[config.mk]
export PLATFORM = sky130hd
export DESIGN_NAME = pad_attr_regfile
export DESIGN_NICKNAME = d
export VERILOG_FILES = /design/src/rtl/pad_attr_pkg.sv /design/src/rtl/pad_attr_bank.sv /design/src/rtl/pad_attr_bus_fsm.sv /design/src/rtl/pad_attr_regfile.sv
export SDC_FILE = /design/constraint.sdc
export NUM_CORES = 1
export LEC_CHECK = 0
export ABC_AREA = 1
export CAP_MARGIN = 20
export CELL_PAD_IN_SITES_DETAIL_PLACEMENT = 1
export CELL_PAD_IN_SITES_GLOBAL_PLACEMENT = 1
export CORE_MARGIN = 1.5
export CORE_UTILIZATION = 47
export CTS_BUF_LIST = sky130_fd_sc_hd__clkbuf_4 sky130_fd_sc_hd__clkbuf_8 sky130_fd_sc_hd__clkbuf_16
export CTS_CLUSTER_DIAMETER = 50
export DETAILED_ROUTE_END_ITERATION = 12
export DONT_BUFFER_PORTS = 1
export PLACE_DENSITY_LB_ADDON = 0.1
export SLEW_MARGIN = 20
export SYNTH_ARGS = -nofsm -noshare
export SYNTH_HDL_FRONTEND = slang
export SYNTH_SLANG_ARGS = --single-unit
[constraint.sdc]
create_clock -name clk -period 2.3 [get_ports clk]
set_input_delay 0.69 -clock clk [delete_from_list [all_inputs] [get_ports clk]]
set_output_delay 0.69 -clock clk [all_outputs]
set_load 0.005 [all_outputs]
[src/rtl/pad_attr_pkg.sv]
package pad_attr_pkg;

    // Legal attribute fields, lowest bit first: invert, open drain, pull enable, pull select
    typedef struct packed {
        logic [5:0] rsvd;
        logic       pull_sel;
        logic       pull_en;
        logic       od_en;
        logic       invert;
    } pad_attr_t;

    localparam int ATTR_W = $bits(pad_attr_t);

    // Only the four functional bits survive a write
    localparam logic [ATTR_W-1:0] LEGAL_MASK = ATTR_W'(4'hF);

    typedef enum logic {
        ST_IDLE = 1'b0,
        ST_RESP = 1'b1
    } resp_state_e;

endpackage

[src/rtl/pad_attr_bank.sv]
module pad_attr_bank
    import pad_attr_pkg::*;
#(
    parameter int N_ENTRY = 8,
    localparam int IW = (N_ENTRY > 1) ? $clog2(N_ENTRY) : 1
) (
    input  logic                      clk,
    input  logic                      rst_n,
    input  logic                      wr_en,
    input  logic [IW-1:0]             idx,
    input  logic [ATTR_W-1:0]         wr_data,
    output logic [ATTR_W-1:0]         rd_data,
    output logic [N_ENTRY*ATTR_W-1:0] attr_flat
);

    logic [ATTR_W-1:0] attr_q [N_ENTRY];

    for (genvar e = 0; e < N_ENTRY; e++) begin : g_entry
        logic hit;
        assign hit = wr_en && (idx == IW'(e));

        always_ff @(posedge clk or negedge rst_n) begin
            if (!rst_n) begin
                attr_q[e] <= '0;
            end else if (hit) begin
                attr_q[e] <= wr_data & LEGAL_MASK;
            end
        end

        assign attr_flat[e*ATTR_W +: ATTR_W] = attr_q[e];


        rsvd_zero_chk: assert property (@(posedge clk) disable iff (!rst_n)
            (attr_q[e] & ~LEGAL_MASK) == '0);


        no_stray_change_chk: assert property (@(posedge clk) disable iff (!rst_n)
            !$stable(attr_q[e]) |-> $past(wr_en && (idx == IW'(e))));
    end

    always_comb begin
        rd_data = '0;
        for (int e = 0; e < N_ENTRY; e++) begin
            if (idx == IW'(e)) begin
                rd_data = attr_q[e];
            end
        end
    end


    write_lands_chk: assert property (@(posedge clk) disable iff (!rst_n)
        wr_en |=> rd_data_of($past(idx)) == ($past(wr_data) & LEGAL_MASK));

    function automatic logic [ATTR_W-1:0] rd_data_of(input logic [IW-1:0] k);
        logic [ATTR_W-1:0] v;
        v = '0;
        for (int e = 0; e < N_ENTRY; e++) begin
            if (k == IW'(e)) v = attr_q[e];
        end
        return v;
    endfunction

endmodule

[src/rtl/pad_attr_bus_fsm.sv]
module pad_attr_bus_fsm
    import pad_attr_pkg::*;
#(
    parameter int N_MIO  = 8,
    parameter int N_DIO  = 6,
    parameter int ADDR_W = 8,
    parameter int DATA_W = 32,
    localparam int MIO_IW = (N_MIO > 1) ? $clog2(N_MIO) : 1,
    localparam int DIO_IW = (N_DIO > 1) ? $clog2(N_DIO) : 1,
    localparam int N_TOTAL = N_MIO + N_DIO
) (
    input  logic              clk,
    input  logic              rst_n,
    input  logic              bus_req,
    input  logic              bus_we,
    input  logic [ADDR_W-1:0] bus_addr,
    input  logic [DATA_W-1:0] bus_wdata,
    output logic [DATA_W-1:0] bus_rdata,
    output logic              bus_rvalid,
    output logic              mio_wr_en,
    output logic [MIO_IW-1:0] mio_idx,
    output logic              dio_wr_en,
    output logic [DIO_IW-1:0] dio_idx,
    output logic [ATTR_W-1:0] wr_legal,
    input  logic [ATTR_W-1:0] mio_rd,
    input  logic [ATTR_W-1:0] dio_rd
);

    resp_state_e state_q, state_d;
    logic        rd_req;
    logic        in_mio, in_dio;
    logic [ADDR_W-1:0] dio_off;
    logic [DATA_W-1:0] rdata_q, rdata_d;

    function automatic logic [ATTR_W-1:0] legalize(input logic [DATA_W-1:0] w);
        logic [DATA_W-1:0] m;
        m = w & DATA_W'(LEGAL_MASK);
        return m[ATTR_W-1:0];
    endfunction

    assign rd_req  = bus_req && !bus_we;
    assign in_mio  = bus_addr < ADDR_W'(N_MIO);
    assign in_dio  = !in_mio && (bus_addr < ADDR_W'(N_TOTAL));
    assign dio_off = bus_addr - ADDR_W'(N_MIO);

    // State register
    always_ff @(posedge clk or negedge rst_n) begin
        if (!rst_n) begin
            state_q <= ST_IDLE;
            rdata_q <= '0;
        end else begin
            state_q <= state_d;
            rdata_q <= rdata_d;
        end
    end

    // Next state and read capture
    always_comb begin
        state_d = state_q;
        rdata_d = '0;
        unique case (state_q)
            ST_IDLE: state_d = rd_req ? ST_RESP : ST_IDLE;
            ST_RESP: state_d = rd_req ? ST_RESP : ST_IDLE;
            default: state_d = ST_IDLE;
        endcase
        if (rd_req) begin
            if (in_mio)      rdata_d = DATA_W'(mio_rd);
            else if (in_dio) rdata_d = DATA_W'(dio_rd);
        end
    end

    // Outputs
    always_comb begin
        mio_wr_en  = bus_req && bus_we && in_mio;
        dio_wr_en  = bus_req && bus_we && in_dio;
        mio_idx    = bus_addr[MIO_IW-1:0];
        dio_idx    = dio_off[DIO_IW-1:0];
        wr_legal   = legalize(bus_wdata);
        bus_rvalid = (state_q == ST_RESP);
        bus_rdata  = rdata_q;
    end


    rvalid_follows_chk: assert property (@(posedge clk) disable iff (!rst_n)
        rd_req |=> bus_rvalid);


    rvalid_idle_chk: assert property (@(posedge clk) disable iff (!rst_n)
        !rd_req |=> !bus_rvalid);


    oob_read_zero_chk: assert property (@(posedge clk) disable iff (!rst_n)
        (rd_req && (bus_addr >= ADDR_W'(N_TOTAL))) |=> bus_rdata == '0);


    oob_write_drop_chk: assert property (@(posedge clk) disable iff (!rst_n)
        (bus_addr >= ADDR_W'(N_TOTAL)) |-> !(mio_wr_en || dio_wr_en));


    rdata_legal_chk: assert property (@(posedge clk) disable iff (!rst_n)
        (bus_rdata & ~DATA_W'(LEGAL_MASK)) == '0);

endmodule

[src/rtl/pad_attr_regfile.sv]
module pad_attr_regfile
    import pad_attr_pkg::*;
#(
    parameter int N_MIO  = 8,
    parameter int N_DIO  = 6,
    parameter int ADDR_W = 8,
    parameter int DATA_W = 32,
    localparam int MIO_IW = (N_MIO > 1) ? $clog2(N_MIO) : 1,
    localparam int DIO_IW = (N_DIO > 1) ? $clog2(N_DIO) : 1
) (
    input  logic                    clk,
    input  logic                    rst_n,
    input  logic                    bus_req,
    input  logic                    bus_we,
    input  logic [ADDR_W-1:0]       bus_addr,
    input  logic [DATA_W-1:0]       bus_wdata,
    output logic [DATA_W-1:0]       bus_rdata,
    output logic                    bus_rvalid,
    output logic [N_MIO*ATTR_W-1:0] mio_attr_o,
    output logic [N_DIO*ATTR_W-1:0] dio_attr_o
);

    logic              mio_wr_en, dio_wr_en;
    logic [MIO_IW-1:0] mio_idx;
    logic [DIO_IW-1:0] dio_idx;
    logic [ATTR_W-1:0] wr_legal, mio_rd, dio_rd;

    pad_attr_bus_fsm #(
        .N_MIO (N_MIO),
        .N_DIO (N_DIO),
        .ADDR_W(ADDR_W),
        .DATA_W(DATA_W)
    ) u_fsm (
        .clk       (clk),
        .rst_n     (rst_n),
        .bus_req   (bus_req),
        .bus_we    (bus_we),
        .bus_addr  (bus_addr),
        .bus_wdata (bus_wdata),
        .bus_rdata (bus_rdata),
        .bus_rvalid(bus_rvalid),
        .mio_wr_en (mio_wr_en),
        .mio_idx   (mio_idx),
        .dio_wr_en (dio_wr_en),
        .dio_idx   (dio_idx),
        .wr_legal  (wr_legal),
        .mio_rd    (mio_rd),
        .dio_rd    (dio_rd)
    );

    pad_attr_bank #(.N_ENTRY(N_MIO)) u_mio_bank (
        .clk      (clk),
        .rst_n    (rst_n),
        .wr_en    (mio_wr_en),
        .idx      (mio_idx),
        .wr_data  (wr_legal),
        .rd_data  (mio_rd),
        .attr_flat(mio_attr_o)
    );

    pad_attr_bank #(.N_ENTRY(N_DIO)) u_dio_bank (
        .clk      (clk),
        .rst_n    (rst_n),
        .wr_en    (dio_wr_en),
        .idx      (dio_idx),
        .wr_data  (wr_legal),
        .rd_data  (dio_rd),
        .attr_flat(dio_attr_o)
    );


    banks_exclusive_chk: assert property (@(posedge clk) disable iff (!rst_n)
        !(($past(mio_wr_en) == 1'b0) && !$stable(mio_attr_o)));

endmodule

# Yosys cells after proc, flatten, opt, wreduce, memory -nomap -nowiden
# Index checks and enable logic that the tools add are counted.
# totals
register_bits	89
word_cells	72
in_bits	44
out_inout_bits	173
# op_classes
eq_ne	12
muxes	18
magnitude_cmp	2
add_sub_neg	1
reduce_logical	23
# ops
op	n
10-bit 2-to-1 mux	13
32-bit 2-to-1 mux	2
1-bit logical AND	19
3-bit == test, second input constant	6
8-bit by 4-bit < comparator with 1-bit output, second input constant	2
3-bit by 2-bit == test with 1-bit output, second input constant	4
4-bit 2-to-1 mux	2
3-bit by 1-bit == test with 1-bit output, second input constant	2
3-bit zero test	2
3-bit by 1-bit subtractor with 3-bit output, second input constant	1
1-bit zero test	2
1-bit 2-to-1 mux	1

# Depth between registers and ports, before layout
# depth
word_depth	11
mapped_depth	11
depth_no_buf	11

# Hierarchy
# From an unflattened synthesis, not the netlist that was laid out.
# hier_totals
hier_cells	495
hier_area_um2	4116.4
# by_module_without_submodules
mod	instances	seq_area_each_um2	cells_per_inst	area_each_um2
pad_attr_bank at u_mio_bank	1	800.8	225	1885.6
pad_attr_bank at u_dio_bank	1	600.6	175	1426.4
pad_attr_bus_fsm	1	275.3	95	804.5

# Worst setup path before layout
# Ideal clock, no wire load.
# synth_timing
path_kind	input to register
startpoint	input bus_addr[6]
endpoint	register u_mio_bank.attr_q, in the netlist u_mio_bank.attr_flat[3]
required_ps	2167
path_slack_ps	531
n_path_buf	0
t_arrival_ps	1636
setup_time_ps	133
cell_stages	10
cell_sequence	inv_1 > nand2_1 > nor3_2 > inv_1 > nor2_4 > inv_1 > nor2_4 > nand2_1 > nand2_1 > o21ai_0
# synth_between
elab_chain_len	3
# synth_lines
item	line	rtl
from (decl)	pad_attr_regfile.sv:15	input logic [ADDR_W-1:0] bus_addr,
8-bit by 4-bit < comparator with 1-bit output	pad_attr_bus_fsm.sv:42	assign in_mio = bus_addr < ADDR_W'(N_MIO);
1-bit logical AND	pad_attr_bus_fsm.sv:74	mio_wr_en = bus_req && bus_we && in_mio;
1-bit logical AND	pad_attr_bank.sv:20	assign hit = wr_en && (idx == IW'(e));
to (signal, indexed assignment)	pad_attr_bank.sv:26	attr_q[e] <= wr_data & LEGAL_MASK;
to (decl)	pad_attr_bank.sv:16	logic [ATTR_W-1:0] attr_q [N_ENTRY];
# Every way passes these cells.
# A chain may end at the register's enable or synchronous reset.

# Final worst setup path
# layout_timing
startpoint	input bus_addr[6]
endpoint	register u_mio_bank.attr_q, in the netlist u_mio_bank.attr_flat[70]
# The elaborated chain is that of the path after synthesis.

==> impl_metrics.prom <==
# TYPE chip_impl_metric gauge
chip_impl_info{name="run_status",value="finished, final reports clean"} 1
chip_impl_metric{name="worst_slack",unit="ns"} 0.549
chip_impl_metric{name="layout-area-overhead-vs-synth",unit="%"} -3.42
chip_impl_metric{name="die-height",unit="µm"} 91.3
chip_impl_metric{name="count_of_pins_over_their_slew_limit",unit=""} 0
chip_impl_metric{name="die_width",unit="µm"} 91.3
chip_impl_info{name="synth_top_area_cell",value="sky130_fd_sc_hd__dfrtp_1"} 1
chip_impl_metric{name="cts_num_sinks",unit=""} 61
chip_impl_info{name="timing.rr.end",value="u_fsm.bus_rdata[2]"} 1
chip_impl_metric{name="finalSetupTns",unit="ns"} 0
chip_impl_metric{name="layout_min_cycle_time",unit="ns"} 1.75
chip_impl_metric{name="max_cap_violations",unit=""} 0
chip_impl_metric{name="via_count_of_the_first_global_routing_pass",unit=""} 2488
chip_impl_metric{name="drt.antenna.violating_nets",unit=""} 0
chip_impl_metric{name="met3RoutedLength",unit="µm"} 770
chip_impl_metric{name="critical_path.max_fanout",unit=""} 8
chip_impl_metric{name="dp.cells",unit=""} 557
chip_impl_metric{name="wl_per_cell",unit="µm"} 15.3
chip_impl_metric{name="total_leakage_power",unit="nW"} 1.83
chip_impl_info{name="cts_tree",value="built"} 1
chip_impl_metric{name="fin_crit_sh",unit="%"} 76.1
chip_impl_metric{name="cts_made_buffers",unit=""} 9
chip_impl_metric{name="clock_latency_reported_for_the_late_side_of_the_worst_skew_pair",unit="ns"} 0.33
chip_impl_metric{name="final_layout_fill_cell_count",unit=""} 1008
chip_impl_metric{name="synth-seq-cells",unit=""} 61
chip_impl_info{name="regToRegStartpoint",value="u_dio_bank.attr_flat[22]"} 1
chip_impl_metric{name="synth_cells",unit=""} 461
chip_impl_metric{name="synth_area_per_cell",unit="µm²"} 7.94
chip_impl_metric{name="detailroute.wirelength.met2",unit="µm"} 4210
chip_impl_metric{name="fp.coreArea",unit="mm²"} 0.00765
chip_impl_metric{name="met1Wirelength",unit="µm"} 3660
chip_impl_metric{name="drt-vias-per-instance",unit=""} 4.70
chip_impl_metric{name="setup_fix_buffers_added_after_clock_tree_synthesis",unit=""} 0
chip_impl_info{name="maxUsedRoutingLayer",value="met4"} 1
chip_impl_metric{name="clock_tree.buffer_depth",unit=""} 2
chip_impl_metric{name="tightestPinTransition",unit="ns"} 0.568
chip_impl_info{name="worst_setup_path_endpoint",value="u_mio_bank.attr_flat[70]"} 1
chip_impl_metric{name="rr_worst_depth",unit=""} 7
chip_impl_metric{name="grt_first_pass_wirelength",unit="µm"} 13800
chip_impl_metric{name="grt_max_degree",unit=""} 62
chip_impl_metric{name="diodes",unit=""} 0
chip_impl_info{name="category_of_the_worst_setup_path_launch_point",value="primary input"} 1
chip_impl_metric{name="num_vias",unit=""} 2677
chip_impl_info{name="setup.worst_path.start",value="bus_addr[6]"} 1
chip_impl_metric{name="cp.arrival",unit="ns"} 1.94
chip_impl_metric{name="globalplace.congestion",unit=""} 0.811
chip_impl_info{name="ys_top_cells_by_area",value="sky130_fd_sc_hd__dfrtp_1, sky130_fd_sc_hd__buf_4, sky130_fd_sc_hd__nand2_1"} 1
chip_impl_metric{name="dp_hpwl",unit="µm"} 6510
chip_impl_metric{name="synth-seq-area-share",unit="%"} 41.7
chip_impl_metric{name="mappedNetlistArea",unit="mm²"} 0.00366
chip_impl_metric{name="critPathRequiredTime",unit="ns"} 2.48
chip_impl_metric{name="antenna_found_initial",unit=""} 0
chip_impl_metric{name="relSlewSlack",unit="%"} 62.1
chip_impl_metric{name="groute.usage.overall",unit="%"} 21.7
chip_impl_metric{name="synth_largest_type_area_fraction",unit="%"} 41.7
chip_impl_metric{name="p_per_area",unit="mW/mm²"} 627
chip_impl_metric{name="pre_cts_slack",unit="ns"} 0.209
chip_impl_info{name="grt_setup_unrepaired",value="false"} 1
chip_impl_metric{name="synth-warning-count",unit=""} 0
chip_impl_metric{name="clock_pin_slew_reported_for_the_worst_setup_and_hold_paths_after_clock_tree_synthesis",unit="ns"} 0.06
chip_impl_metric{name="max_freq",unit="MHz"} 571
chip_impl_info{name="min_path_type",value="in -> async"} 1
chip_impl_metric{name="detailedRoute.firstIterationViolations",unit=""} 66
chip_impl_metric{name="grt_overflow_total",unit=""} 0
chip_impl_metric{name="pin_count",unit=""} 217
chip_impl_metric{name="io_buffer_count",unit=""} 0
chip_impl_metric{name="fp.dieArea",unit="mm²"} 0.00833
chip_impl_metric{name="synth.distinct_cells",unit=""} 25
chip_impl_info{name="cts_root_buf",value="sky130_fd_sc_hd__clkbuf_8"} 1
chip_impl_metric{name="remaining_routing_drc_violations",unit=""} 0
chip_impl_metric{name="finish.net_count",unit=""} 510
chip_impl_metric{name="fin_worst_skew",unit="ns"} 0.00678
chip_impl_metric{name="power.ir.vdd_worst",unit="mV"} 0.335
chip_impl_metric{name="r2r_slack",unit="ns"} 1.05
chip_impl_info{name="criticalPathCategory",value="in -> reg"} 1
chip_impl_metric{name="clock_h_tree_levels",unit=""} 3
chip_impl_metric{name="detailed_routing_iterations_pass_1",unit=""} 4
chip_impl_metric{name="ctsResizeCount",unit=""} 0
chip_impl_metric{name="post_cts_hold_buffer_count",unit=""} 0
chip_impl_metric{name="detail_route.wirelength",unit="µm"} 8720
chip_impl_metric{name="drive_gt1_share",unit="%"} 6.62
chip_impl_metric{name="count_of_standard_cell_rows",unit=""} 32
chip_impl_metric{name="hold_violations",unit=""} 0
chip_impl_metric{name="start_util",unit="%"} 47.9
chip_impl_metric{name="setup_viol_count_final",unit=""} 0
chip_impl_info{name="crit_path_end_kind",value="register"} 1
chip_impl_metric{name="post_layout_nonfiller_instances",unit=""} 570
==> critical path: stages <==
cell                      delay (ns)
sky130_fd_sc_hd__inv_1          0.03
sky130_fd_sc_hd__nand2_1        0.05
sky130_fd_sc_hd__nor3_2         0.13
sky130_fd_sc_hd__inv_1          0.09
sky130_fd_sc_hd__nor2_4         0.13
sky130_fd_sc_hd__inv_1          0.12
sky130_fd_sc_hd__nor2_4         0.25
sky130_fd_sc_hd__nand2_1        0.22
sky130_fd_sc_hd__nand2_1        0.12
sky130_fd_sc_hd__o21ai_0        0.10
==> how the worst min path moves through the flow <==
stage	from	to	cells past startpoint
CTS	rst_n	u_dio_bank.attr_flat[22]	0
floorplan	rst_n	u_dio_bank.attr_flat[0]	0
finish	rst_n	u_dio_bank.attr_flat[40]	0
global placement	rst_n	u_dio_bank.attr_flat[40]	0
detailed placement	rst_n	u_dio_bank.attr_flat[41]	0
global route	rst_n	u_dio_bank.attr_flat[13]	0
==> flip-flops by register name, summed over array words and instances, names as in the netlist <==
register,count
u_fsm.bus_rvalid,1
u_fsm.bus_rdata,4
u_dio_bank.attr_flat,24
u_mio_bank.attr_flat,32
==> stage by stage <==
step	hold slack, ns	cell area, µm²	power, mW	utilization [%]
after floorplan	0.394	4080	1.40	-
after global placement	0.396	3350	1.30	43.8
after detailed placement	0.396	3350	1.30	43.8
after CTS	0.0322	3540	2.24	46.3
after global routing	0.0237	3540	2.31	46.3
final	0.0459	3540	2.22	46.3
==> cells by family (layout without fill, tap and decap cells) <==
kind of cell           Yosys count  after routing  share of synthesized area (%)
AO/OA/AOI/OAI                   71             71                           9.91
buffers and inverters          143             39                           26.3
flip-flops                      61             61                           41.7
other                            1            112                          0.102
AND/OR/NAND/NOR                185            185                           22.0
==> synthesized netlist by cell type, drive strengths merged <==
cell type / n
nand4: 8
buf: 116
o21ai: 57
a21oi: 11
conb: 1
nand3: 21
nand2: 120
o211ai: 1
nor2: 25
or2: 8
nor3: 3
dfrtp: 61
clkbuf: 4
clkinv: 1
o21bai: 2
inv: 22
==> layer usage <==
| layer | vias to the layer above | GRT usage (%) |
|---|---|---|
| met3 | 7 | 7.45 |
| met5 | - | 0 |
| met2 | 113 | 35.2 |
| li1 | 1262 | - |
| met4 | 0 | 5.86 |
| met1 | 1295 | 27.6 |
==> cell usage in the layout (no fill, tap or decap) <==
cell,n
sky130_fd_sc_hd__o21bai_1,2
sky130_fd_sc_hd__nand4_1,8
sky130_fd_sc_hd__or2_0,3
sky130_fd_sc_hd__nor2_1,20
sky130_fd_sc_hd__buf_4,3
sky130_fd_sc_hd__nor2_2,2
sky130_fd_sc_hd__nor3_1,2
sky130_fd_sc_hd__conb_1,112
sky130_fd_sc_hd__inv_1,20
sky130_fd_sc_hd__nand3_1,20
sky130_fd_sc_hd__or2_2,5
sky130_fd_sc_hd__inv_2,2
sky130_fd_sc_hd__clkbuf_8,11
sky130_fd_sc_hd__nor2_4,3
sky130_fd_sc_hd__nand3_2,1
sky130_fd_sc_hd__clkinv_2,1
sky130_fd_sc_hd__nand2_2,1
sky130_fd_sc_hd__bufinv_16,1
sky130_fd_sc_hd__o211ai_1,1
sky130_fd_sc_hd__o21ai_1,1
sky130_fd_sc_hd__a21oi_1,11
sky130_fd_sc_hd__o21ai_0,56
sky130_fd_sc_hd__nor3_2,1
sky130_fd_sc_hd__nand2_1,119
sky130_fd_sc_hd__dfrtp_1,61
sky130_fd_sc_hd__clkinv_1,1
==> where the power goes <==
| group | total (mW) | switching (mW) | leakage (nW) | internal (mW) |
|---|---|---|---|---|
| clock | 0.931 | 0.391 | 0.0971 | 0.540 |
| sequential | 1.13 | 0.0288 | 0.847 | 1.10 |
| combinational | 0.159 | 0.124 | 0.883 | 0.0344 |
| total | 2.22 | 0.545 | 1.83 | 1.67 |
==> final cells by class <==
class / count / area (µm²) / area share (%)
multi-input combinational: 368 / 1590 / 44.9
sequential: 61 / 1530 / 43.2
tap: 102 / 128 / 3.61
inverter: 23 / 86.3 / 2.44
timing repair buffer: 3 / 22.5 / 0.637
clock buffer: 11 / 151 / 4.28
clock inverter: 2 / 35.0 / 0.990
No activity file was read; power rests on OpenSTA's default activity.
